`src/rtl/owin_pkg.sv`:
```
package owin_pkg;
  localparam int DW = 16;

  // window word offsets (host-visible layout)
  localparam int OFS_ID0   = 'h00;
  localparam int OFS_ID1   = 'h01;
  localparam int OFS_ID2   = 'h02;
  localparam int OFS_ID3   = 'h03;
  localparam int OFS_PBOFS = 'h08;
  localparam int OFS_CMD   = 'h40;
  localparam int OFS_DATA  = 'h42;
  localparam int OFS_ADRL  = 'h44;
  localparam int OFS_ADRH  = 'h45;
  localparam int OFS_CNTL  = 'h48;
  localparam int OFS_CNTH  = 'h49;
  localparam int OFS_EXEC  = 'h60;
  localparam int OFS_STAT  = 'h66;

  localparam int STAT_RDY = 7;
  localparam int STAT_ERR = 4;

  localparam logic [DW-1:0] OP_LOCK    = 16'h0061;
  localparam logic [DW-1:0] OP_UNLOCK  = 16'h0062;
  localparam logic [DW-1:0] OP_SW_PROG = 16'h0041;
  localparam logic [DW-1:0] OP_SW_OVWR = 16'h0042;
  localparam logic [DW-1:0] OP_BF_PROG = 16'h00E9;
  localparam logic [DW-1:0] OP_BF_OVWR = 16'h00EA;
  localparam logic [DW-1:0] OP_ERASE   = 16'h0020;

  typedef enum logic [1:0] {ST_IDLE, ST_APPLY, ST_WAIT} eng_state_t;
  typedef enum logic [1:0] {SRC_DATA, SRC_PBUF, SRC_ONES} wsrc_t;
endpackage

```
`src/rtl/owin_modereg.sv`:
```
module owin_modereg
  import owin_pkg::*;
(
  input  logic          clk,
  input  logic          rst,
  input  logic          mr_we,
  input  logic          mr_is_data,
  input  logic [DW-1:0] mr_wdata,
  output logic          win_en
);
  logic armed_q;

  always_ff @(posedge clk) begin
    if (rst) begin
      armed_q <= 1'b0;
      win_en  <= 1'b0;
    end else if (mr_we) begin
      if (!mr_is_data) begin
        armed_q <= (mr_wdata[7:0] == 8'h18) && mr_wdata[DW-1];
      end else begin
        armed_q <= 1'b0;
        if (armed_q) begin
          if (mr_wdata == 16'h0001)      win_en <= 1'b1;
          else if (mr_wdata == 16'h0002) win_en <= 1'b0;
        end
      end
    end
  end

  // the window only appears after an armed data write
  a_r2_show_needs_arm: assert property (@(posedge clk) disable iff (rst)
    $rose(win_en) |-> ($past(armed_q) && $past(mr_we) && $past(mr_is_data)));
  a_r2_hide_needs_arm: assert property (@(posedge clk) disable iff (rst)
    $fell(win_en) |-> ($past(armed_q) && $past(mr_we) && $past(mr_is_data)));
endmodule

```
`src/rtl/owin_array.sv`:
```
module owin_array #(
  parameter int AW = 8,
  parameter int DW = 16,
  localparam int DEPTH = 1 << AW
) (
  input  logic          clk,
  input  logic          rst,
  input  logic          we,
  input  logic [AW-1:0] waddr,
  input  logic [DW-1:0] wdata,
  input  logic          re,
  input  logic [AW-1:0] raddr,
  output logic [DW-1:0] q
);
  logic [DW-1:0] mem [DEPTH];

  // erased state at configuration
  initial begin
    for (int i = 0; i < DEPTH; i++) mem[i] = '1;
  end

  always_ff @(posedge clk) begin
    if (we) mem[waddr] <= wdata;
  end

  always_ff @(posedge clk) begin
    if (rst)     q <= '0;
    else if (re) q <= mem[raddr];
  end
endmodule

```
`src/rtl/owin_engine.sv`:
```
module owin_engine
  import owin_pkg::*;
#(
  parameter int AW          = 8,
  parameter int PBUF_DEPTH  = 16,
  parameter int BLK_WORDS   = 32,
  parameter int BUSY_CYCLES = 4,
  parameter int PBUF_BASE   = 'h80,
  localparam int BLK_BITS = $clog2(BLK_WORDS),
  localparam int NBLK     = 1 << (AW - BLK_BITS),
  localparam int PB_BITS  = $clog2(PBUF_DEPTH),
  localparam int NMAX     = (BLK_WORDS > PBUF_DEPTH) ? BLK_WORDS : PBUF_DEPTH,
  localparam int N_W      = $clog2(NMAX + 1),
  localparam int WT_W     = $clog2(BUSY_CYCLES + 1)
) (
  input  logic          clk,
  input  logic          rst,
  input  logic          win_en,
  input  logic          bus_en,
  input  logic          bus_we,
  input  logic [AW-1:0] bus_addr,
  input  logic [DW-1:0] bus_wdata,
  output logic [DW-1:0] win_q,
  output logic          arr_we,
  output logic [AW-1:0] arr_waddr,
  output logic [DW-1:0] arr_wdata
);
  logic [DW-1:0] cmd_q, data_q, adrl_q, adrh_q, cntl_q, cnth_q;
  logic [DW-1:0] pbuf [PBUF_DEPTH];
  logic [NBLK-1:0] lock_q;
  eng_state_t      state_q;
  wsrc_t           src_q, src_new;
  logic [N_W-1:0]  idx_q, n_q, n_new, buf_n;
  logic [AW-1:0]   base_q, base_new, tgt, pb_off;
  logic [WT_W-1:0] wcnt_q;
  logic            ready_q, err_q, perr_q, err_new, lk_set, lk_clr;
  logic            busy, reg_wr, exec, pb_hit, tlock;
  logic [AW-BLK_BITS-1:0] tblk;
  logic [2*DW-1:0] adr32, cnt32;
  logic [DW-1:0]   stat;

  assign busy   = (state_q != ST_IDLE);
  assign reg_wr = bus_en && bus_we && win_en && !busy;
  assign exec   = reg_wr && (bus_addr == AW'(OFS_EXEC)) && (bus_wdata == 16'h0001);
  assign adr32  = {adrh_q, adrl_q};
  assign cnt32  = {cnth_q, cntl_q};
  assign tgt    = adr32[AW-1:0];
  assign tblk   = tgt[AW-1:BLK_BITS];
  assign tlock  = lock_q[tblk];
  assign buf_n  = (cnt32 > 32'(PBUF_DEPTH)) ? N_W'(PBUF_DEPTH) : N_W'(cnt32);
  assign pb_off = bus_addr - AW'(PBUF_BASE);
  assign pb_hit = (bus_addr >= AW'(PBUF_BASE)) && (pb_off < AW'(PBUF_DEPTH));

  // command decode from the stored registers
  always_comb begin
    n_new = '0; err_new = 1'b0; src_new = SRC_DATA; base_new = tgt;
    lk_set = 1'b0; lk_clr = 1'b0;
    case (cmd_q)
      OP_LOCK:   lk_set = 1'b1;
      OP_UNLOCK: lk_clr = 1'b1;
      OP_SW_PROG, OP_SW_OVWR: begin
        if (tlock) err_new = 1'b1;
        else       n_new = N_W'(1);
      end
      OP_BF_PROG, OP_BF_OVWR: begin
        if (tlock) err_new = 1'b1;
        else begin n_new = buf_n; src_new = SRC_PBUF; end
      end
      OP_ERASE: begin
        if (tlock) err_new = 1'b1;
        else begin
          n_new = N_W'(BLK_WORDS); src_new = SRC_ONES;
          base_new = tgt & ~AW'(BLK_WORDS - 1);
        end
      end
      default: err_new = 1'b1;
    endcase
  end

  // program buffer: small distributed RAM
  always_ff @(posedge clk) begin
    if (reg_wr && pb_hit) pbuf[pb_off[PB_BITS-1:0]] <= bus_wdata;
  end

  // host-visible registers and the command sequencer
  always_ff @(posedge clk) begin
    if (rst) begin
      cmd_q <= '0; data_q <= '0; adrl_q <= '0; adrh_q <= '0; cntl_q <= '0; cnth_q <= '0;
      lock_q <= '0; state_q <= ST_IDLE; src_q <= SRC_DATA;
      idx_q <= '0; n_q <= '0; base_q <= '0; wcnt_q <= '0;
      ready_q <= 1'b1; err_q <= 1'b0; perr_q <= 1'b0;
    end else begin
      if (reg_wr) begin
        case (bus_addr)
          AW'(OFS_CMD):  cmd_q  <= bus_wdata;
          AW'(OFS_DATA): data_q <= bus_wdata;
          AW'(OFS_ADRL): adrl_q <= bus_wdata;
          AW'(OFS_ADRH): adrh_q <= bus_wdata;
          AW'(OFS_CNTL): cntl_q <= bus_wdata;
          AW'(OFS_CNTH): cnth_q <= bus_wdata;
          default: ;
        endcase
      end
      case (state_q)
        ST_IDLE: if (exec) begin
          if (lk_set) lock_q[tblk] <= 1'b1;
          if (lk_clr) lock_q[tblk] <= 1'b0;
          ready_q <= 1'b0; err_q <= 1'b0; perr_q <= err_new;
          n_q <= n_new; base_q <= base_new; src_q <= src_new;
          idx_q <= '0; wcnt_q <= '0;
          state_q <= (n_new != '0) ? ST_APPLY : ST_WAIT;
        end
        ST_APPLY: begin
          if (idx_q == n_q - 1'b1) state_q <= ST_WAIT;
          else                     idx_q <= idx_q + 1'b1;
        end
        ST_WAIT: begin
          if (wcnt_q == WT_W'(BUSY_CYCLES - 1)) begin
            state_q <= ST_IDLE; ready_q <= 1'b1; err_q <= perr_q;
          end else begin
            wcnt_q <= wcnt_q + 1'b1;
          end
        end
        default: state_q <= ST_IDLE;
      endcase
    end
  end

  assign arr_we    = (state_q == ST_APPLY);
  assign arr_waddr = base_q + AW'(idx_q);
  always_comb begin
    case (src_q)
      SRC_PBUF: arr_wdata = pbuf[idx_q[PB_BITS-1:0]];
      SRC_ONES: arr_wdata = '1;
      default:  arr_wdata = data_q;
    endcase
  end

  always_comb begin
    stat = '0;
    stat[STAT_RDY] = ready_q;
    stat[STAT_ERR] = err_q;
  end

  // registered window read
  always_ff @(posedge clk) begin
    if (rst) win_q <= '0;
    else if (bus_en && !bus_we && win_en) begin
      case (bus_addr)
        AW'(OFS_ID0):   win_q <= 16'h0050;
        AW'(OFS_ID1):   win_q <= 16'h0046;
        AW'(OFS_ID2):   win_q <= 16'h004F;
        AW'(OFS_ID3):   win_q <= 16'h0057;
        AW'(OFS_PBOFS): win_q <= DW'(PBUF_BASE);
        AW'(OFS_CMD):   win_q <= cmd_q;
        AW'(OFS_DATA):  win_q <= data_q;
        AW'(OFS_ADRL):  win_q <= adrl_q;
        AW'(OFS_ADRH):  win_q <= adrh_q;
        AW'(OFS_CNTL):  win_q <= cntl_q;
        AW'(OFS_CNTH):  win_q <= cnth_q;
        AW'(OFS_STAT):  win_q <= stat;
        default:        win_q <= '0;
      endcase
    end
  end

  // execute drops ready; ready stays low while busy
  a_r6_exec_drops_ready: assert property (@(posedge clk) disable iff (rst)
    exec |=> !ready_q);
  a_r6_busy_not_ready: assert property (@(posedge clk) disable iff (rst)
    busy |-> !ready_q);
  // stored command frozen while busy
  a_r12_cmd_frozen: assert property (@(posedge clk) disable iff (rst)
    busy |=> ($stable(cmd_q) && $stable(data_q) && $stable(adrl_q)));
  // no array write into a locked target block
  a_r10_no_locked_write: assert property (@(posedge clk) disable iff (rst)
    arr_we |-> !lock_q[base_q[AW-1:BLK_BITS]]);
  // write index stays inside the word count
  a_r8_idx_in_range: assert property (@(posedge clk) disable iff (rst)
    (state_q == ST_APPLY) |-> (idx_q < n_q));
endmodule

```
`src/rtl/owin_target.sv`:
```
module owin_target
  import owin_pkg::*;
#(
  parameter int AW          = 8,
  parameter int PBUF_DEPTH  = 16,
  parameter int BLK_WORDS   = 32,
  parameter int BUSY_CYCLES = 4,
  parameter int PBUF_BASE   = 'h80
) (
  input  logic          clk,
  input  logic          rst,
  input  logic          mr_we,
  input  logic          mr_is_data,
  input  logic [15:0]   mr_wdata,
  input  logic          bus_en,
  input  logic          bus_we,
  input  logic [AW-1:0] bus_addr,
  input  logic [15:0]   bus_wdata,
  output logic [15:0]   bus_rdata
);
  logic          win_en, sel_win_q, arr_we;
  logic [AW-1:0] arr_waddr;
  logic [DW-1:0] arr_wdata, arr_q, win_q;

  owin_modereg u_mode (
    .clk, .rst, .mr_we, .mr_is_data, .mr_wdata, .win_en
  );

  owin_engine #(
    .AW(AW), .PBUF_DEPTH(PBUF_DEPTH), .BLK_WORDS(BLK_WORDS),
    .BUSY_CYCLES(BUSY_CYCLES), .PBUF_BASE(PBUF_BASE)
  ) u_eng (
    .clk, .rst, .win_en, .bus_en, .bus_we, .bus_addr, .bus_wdata,
    .win_q, .arr_we, .arr_waddr, .arr_wdata
  );

  owin_array #(.AW(AW), .DW(DW)) u_arr (
    .clk, .rst, .we(arr_we), .waddr(arr_waddr), .wdata(arr_wdata),
    .re(bus_en && !bus_we && !win_en), .raddr(bus_addr), .q(arr_q)
  );

  always_ff @(posedge clk) begin
    if (rst)                    sel_win_q <= 1'b0;
    else if (bus_en && !bus_we) sel_win_q <= win_en;
  end

  assign bus_rdata = sel_win_q ? win_q : arr_q;
endmodule

```
`config.mk`:
```
export PLATFORM = sky130hd
export DESIGN_NAME = owin_target
export DESIGN_NICKNAME = d
export VERILOG_FILES = /design/src/rtl/owin_pkg.sv /design/src/rtl/owin_modereg.sv /design/src/rtl/owin_array.sv /design/src/rtl/owin_engine.sv /design/src/rtl/owin_target.sv
export SDC_FILE = /design/constraint.sdc
export NUM_CORES = 2
export LEC_CHECK = 0
export BUFFER_PORTS_ARGS = -buffer_cell sky130_fd_sc_hd__buf_2
export CORE_MARGIN = 2
export CORE_UTILIZATION = 37
export CTS_BUF_LIST = sky130_fd_sc_hd__clkbuf_2
export DETAILED_ROUTE_END_ITERATION = 10
export GPL_ROUTABILITY_DRIVEN = 0
export PLACE_DENSITY = 0.55
export SETUP_SLACK_MARGIN = 0.05
export SYNTH_ARGS = -nofsm -noshare
export SYNTH_HDL_FRONTEND = slang
export SYNTH_MEMORY_MAX_BITS = 65536
export SYNTH_SLANG_ARGS = --single-unit
```
`constraint.sdc`:
```
create_clock -name clk -period 14.7 [get_ports clk]
set_input_delay 0.735 -clock clk [delete_from_list [all_inputs] [get_ports clk]]
set_output_delay 0.735 -clock clk [all_outputs]
set_load 0.005 [all_outputs]
```
* After elaboration in Yosys (flattened, before gate mapping)
Memories as Yosys holds them, arrays and structs flattened. A register that Yosys moved wholly into a read port is not among the register bits.
Cells that the tools add are included.
** Storage, ports and cells
- Flip-flop bits (word level) :: 153
- Bits in latches :: 0
- Memory bits (writable) :: 4352
- Memory bits (read-only) :: 0
- Input port bits :: 46
- Output and inout bits :: 16
- Logic and storage cells :: 158
- Memories :: 2
** Cells by class
- Add/subtract/negate cells :: 5
- $mul :: 0
- Div/mod/pow operators :: 0
- Magnitude comparators :: 5
- Equality and inequality tests :: 34
- Shift operators :: 0
- Muxes and demuxes :: 51
- Bitwise gates (word level) :: 3
- Reductions and logical operators :: 38
** Memories
- u_arr.mem :: depth 256, width 16, read ports 1, clocked after memory_dff 1, write ports 1, line owin_array.sv:15 : logic [DW-1:0] mem [DEPTH];
- u_eng.pbuf :: depth 16, width 16, read ports 1, clocked after memory_dff 1, write ports 1, line owin_engine.sv:29 : logic [DW-1:0] pbuf [PBUF_DEPTH];
** Operators with widths (number)
- $pmux 16 s12 :: 1
- $eq 16x7->1 const B :: 4
- $eq 8x7->1 const B :: 8
- $mux 8 :: 5
- $eq 16x1->1 const B :: 2
- $eq 16x8->1 const B :: 2
- $gt 32x5->1 const B :: 1
- $pmux 16 s2 :: 1
- $mux 6 :: 5
- $pmux 6 s3 :: 1
- $mux 1 :: 17
- $eq 16x2->1 const B :: 1
- $eq 16x6->1 const B :: 1
- $eq 8x2->1 const B :: 2
- $mux 16 :: 1
- $reduce_and 2->1 :: 7
- $logic_and 1x1->1 :: 12
- $pmux 6 s2 :: 1
- $reduce_and 3->1 :: 4
- $mux 2 :: 5
- $mux 5 :: 2
- $add 8x6->8 :: 1
- $and 8x8->8 :: 1
- $eq 8x1->1 const B :: 1
- other kinds (34) :: 50

* Longest topological paths before layout
- Depth in word-level cells :: 11
- Gate-level depth with buffers :: 13
- Mapped depth without buffers :: 9

* By module
Synthesis repeated with hierarchy kept, for this count alone.
** Second synthesis, totals
- Cell total of the unflattened synthesis :: 9039
- Area, all modules :: 176853.4 sq um
** Modules (own cells, without submodules)
- owin_array :: instances 1, cells each 7586, area an instance 158948.7 sq um, sequential area each 123318.3 sq um
- owin_engine :: instances 1, cells each 1412, area an instance 17463.0 sq um, sequential area each 10770.3 sq um
- owin_target :: instances 1, cells each 24, area an instance 304.0 sq um, sequential area each 20.0 sq um
- owin_modereg :: instances 1, cells each 17, area an instance 137.6 sq um, sequential area each 40.0 sq um

* Least setup slack after synthesis
OpenSTA, ideal clock, no wires.
- Kind :: reg-to-reg
- Start :: register with a tool-made name
- End :: memory u_arr.mem[0][0], data pin
- Setup time :: 2.187 ns
- Arrival time :: 11.566 ns
- Data required time :: 12.513 ns
- Path slack :: 0.947 ns
- Stages on the path, launching flop included :: 7
- Buffers on the path :: 2
- Period minus slack after synthesis :: 13.753 ns
- Cells stage by stage :: dfxtp_1 -> buf_2 -> buf_1 -> mux4_2 -> mux4_2 -> a21oi_1 -> o21ai_0
** RTL lines (line)
- to (decl) :: owin_array.sv:15

==> summary.txt <==
Run status
  – Status: finished, violations left
  – Failing checks: max-slew violations

STA
  – RSZ-0062 raised after global routing: no
  – Final setup vio count: 0
  – Setup_tns: 0 ns
  – Slew headroom: -8.543%
  – Clock skew: around 0.25 ns
  – Post-route minimum period: 5.832 ns
  – Final Max Tran Viols: 96
  – Worst slew pin tran: 1.628 ns
  – Period utilization: roughly two fifths
  – Fmax: 171.5 MHz
  – Final hold vios: 0

Setup path
  – R2R setup slack: ~8.9 ns
  – Worst Setup Start Kind: flop
  – Critical-path maximum fanout: 76
  – Required time at the worst-slack endpoint: 16.51 ns
  – Crit Path Category: flop to flop
  – Worst Setup End Kind: flop
  – CP arrival: about 7.6 ns
  – Worst reg2reg path depth: 8
  – FF-to-FF End: u_arr.mem[47][4]

Cells and area
  – Commonest non-fill, non-tap cell in the layout: edfxtp_1
  – Layout Cells excl Fill: around 17000
  – Fin nets: 9798
  – # fillers: 42180
  – Most frequent cells in the layout: edfxtp_1 (4352), clkbuf_2 (1709), mux4_2 (1038), buf_4 (421), nand2_1 (358)
  – Layout cell share with drive strength beyond 1: 34.28%
  – Area growth syn-to-layout: 11.58%
  – Final Cell Area: between 150000 and 200000 sq um
  – Core Util, Final: between 40% and 50%

CTS
  – Clock Latency Late Sink: around 2.3 ns
  – CTS tree: done
  – CTS H-tree depth: 7
  – Clk Tree Root Cell: clkbuf_2
  – Clock sinks: between 4000 and 5000
  – Longest Clk Path Bufs: 5
  – Clock transition at path regs: 0.11 ns
  – CTS Buf Count: approximately 1200
  – Resized cells post-CTS: 0

Placement
  – Dpl hpwl: 319200 um
  – Dpl cell area: ~190000 sq um
  – Dpl cells: 14670
  – Port Buffer Count: between 60 and 70

Floorplanning
  – Die Wd: 692.9 um
  – Ports: 62
  – Die height: 692.9 um
  – Core Rows: 253
  – Core area: 473900 sq um
  – Die ar.: 480200 sq um
  – Starting Density: between 30 and 40%

Synthesis
  – #FFs+latches synth: 4525
  – Main synth FF type: edfxtp_1
  – Post-synth ARST share: 0%
  – Synth cell types: 92
  – EDFF count, synth: 4352
  – Seq/Total Area, Yosys: 76.39%
  – Synthesized net count: 8492
  – Syn_area_per_cell: 20.82 sq um
  – Synthesized instance count: 8433
  – Post-synthesis instance area: between 150000 and 200000 sq um
  – Synth Warn #: 0

GRT
  – Vias in the first global route: 96570
  – Largest net degree at the start of global routing: a little under 200
  – Congestion Overflow GR: 0
  – Initial antenna violation count: 47
  – Tot GR Track Use: 22.57%
  – First-pass GRT wire length: 755300 um

Hold path
  – Hold path startpoint: bus_wdata[15]
  – Hold-critical path endpoint: u_eng.cnth_q[15]
  – Hold Path Depth: 5
  – Hold Path Class: primary input to flop

Pwr
  – Design Power: 23.03 mW
  – Pwr dens: 117.5 nW/um^2
  – Max VDD drop: between 0.00007 and 0.00008 V
  – Leakage: 52.60 nW

Route
  – Post-DR vias/cell: 5.769
  – Final ANT Viol Nets: 0
  – DR vias: between 90000 and 100k
  – Final WL: 548800 um
  – Drt first pass iters: 6
  – DRC viols: 0
  – DRT iter0 DRCs: 14170
  – Wirelength per Cell: 32.73 um

Flow run
  – Count of maximum capacitance violations: 0
-- worst max path at each step --
| stage | slack, ns | from | end | cells past startpoint |
|---|---|---|---|---|
| after global routing | 8.56 | flop | u_arr.mem[36][4] | 8 |
| after detailed placement | 8.07 | bus_addr[0] | u_arr.q[7] | 11 |
| after CTS | 8.79 | flop | u_arr.mem[47][4] | 8 |
| final | 8.87 | flop | u_arr.mem[47][4] | 8 |
| after floorplan | 0.95 | flop | u_arr.mem[0][0] | 6 |
| after global placement | 7.97 | bus_addr[0] | u_arr.q[15] | 11 |
-- logic make-up (layout without fill, tap and decap cells) --
kind of cell | after synthesis | in the layout | share of synthesized area [%]
other cells | 0 | 33 | 0
mux | 1380 | 1380 | 15.46
simple gates | 1099 | 1099 | 2.768
flops | 4525 | 4525 | 76.39
xor+xnor | 24 | 24 | 0.1197
compound gates | 864 | 864 | 3.351
buf+inv | 528 | 2581 | 1.815
fa+ha+maj | 13 | 13 | 0.09689
-- sequential cells by signal, indices dropped and copies added (netlist names), 3 cells and up, named ones only --
signal	cells
u_arr.mem	4096
u_eng.pbuf	256
u_arr.q	16
u_eng.adrh_q	16
u_eng.adrl_q	16
u_eng.cmd_q	16
u_eng.cnth_q	16
u_eng.cntl_q	16
u_eng.data_q	16
u_eng.win_q	16
u_eng.base_q	8
u_eng.lock_q	7
u_eng.idx_q	6
u_eng.n_q	6
u_eng.wcnt_q	3
-- area by class of cell --
class	instances	area (sq um)	share of cell area [%]
Clock buffer	1709	8553	4.365
Tap cell	6247	7816	3.989
Sequential cell	4525	134200	68.46
Multi-Input combinational cell	3380	39120	19.96
Clock inverter	258	1335	0.6813
Antenna cell	33	82.58	0.04214
Timing Repair Buffer	590	4797	2.448
Inverter	24	97.59	0.04980
-- critical path, cell delays in order, from the launching register on --
cell and delay, ns:
dfxtp_4 0.81, buf_4 0.68, mux4_2 0.36, mux4_2 0.26
a21oi_1 0.11, o21ai_4 0.97, buf_4 0.91, buf_4 0.70
buf_4 0.46
-- power by group --
| part | total, mW | leakage [nW] | switching, mW | internal (mW) |
|---|---|---|---|---|
| clock network | 8.32 | 7.77 | 5.05 | 3.27 |
| logic | 0.782 | 12.9 | 0.555 | 0.227 |
| registers | 13.9 | 31.9 | 0.0194 | 13.9 |
-- what timing repair did --
| action | in CTS | in global routing |
|---|---|---|
| setup buffers | 0 | 0 |
| hold endpoints to repair | 589 | 0 |
| hold buffers | 91 | 0 |
-- routing by layer --
metal	global-route usage, %	share of wire, %	up-vias
met2	34.69	47	5739
met4	7.678	2.6	12
met1	31.54	41	51610
met5	0	0.012	-
li1	-	-	38490
met3	5.515	10	869
-- synthesized netlist by cell type, types with 40 or more instances --
cell | instances | area, sq um
edfxtp_1 | 4352 | 130700
nand3_1 | 55 | 275.3
mux2i_1 | 290 | 2903
a221oi_1 | 40 | 350.3
buf_2 | 120 | 600.6
buf_6 | 52 | 585.6
a31oi_1 | 40 | 250.2
a22oi_1 | 165 | 1239
a21oi_1 | 228 | 1141
nor3_1 | 77 | 385.4
o21ai_0 | 64 | 320.3
mux4_2 | 1038 | 23380
nor2_1 | 408 | 1531
buf_4 | 71 | 533.0
o22ai_1 | 83 | 519.3
dfxtp_1 | 173 | 3463
clkbuf_1 | 196 | 735.7
a211oi_1 | 52 | 390.4
nand2_1 | 374 | 1404
-- metrics by stage --
step | hold slack, ns | setup WS [ns]
2_1_floorplan | 0.4321 | 0.9470
5_1_grt | 0.2248 | 8.563
6_report | 0.3522 | 8.868
3_3_place_gp | 0.4415 | 7.972
3_5_place_dp | 0.4460 | 8.074
4_1_cts | 0.03283 | 8.794
Power figures use the tool's default switching activity.
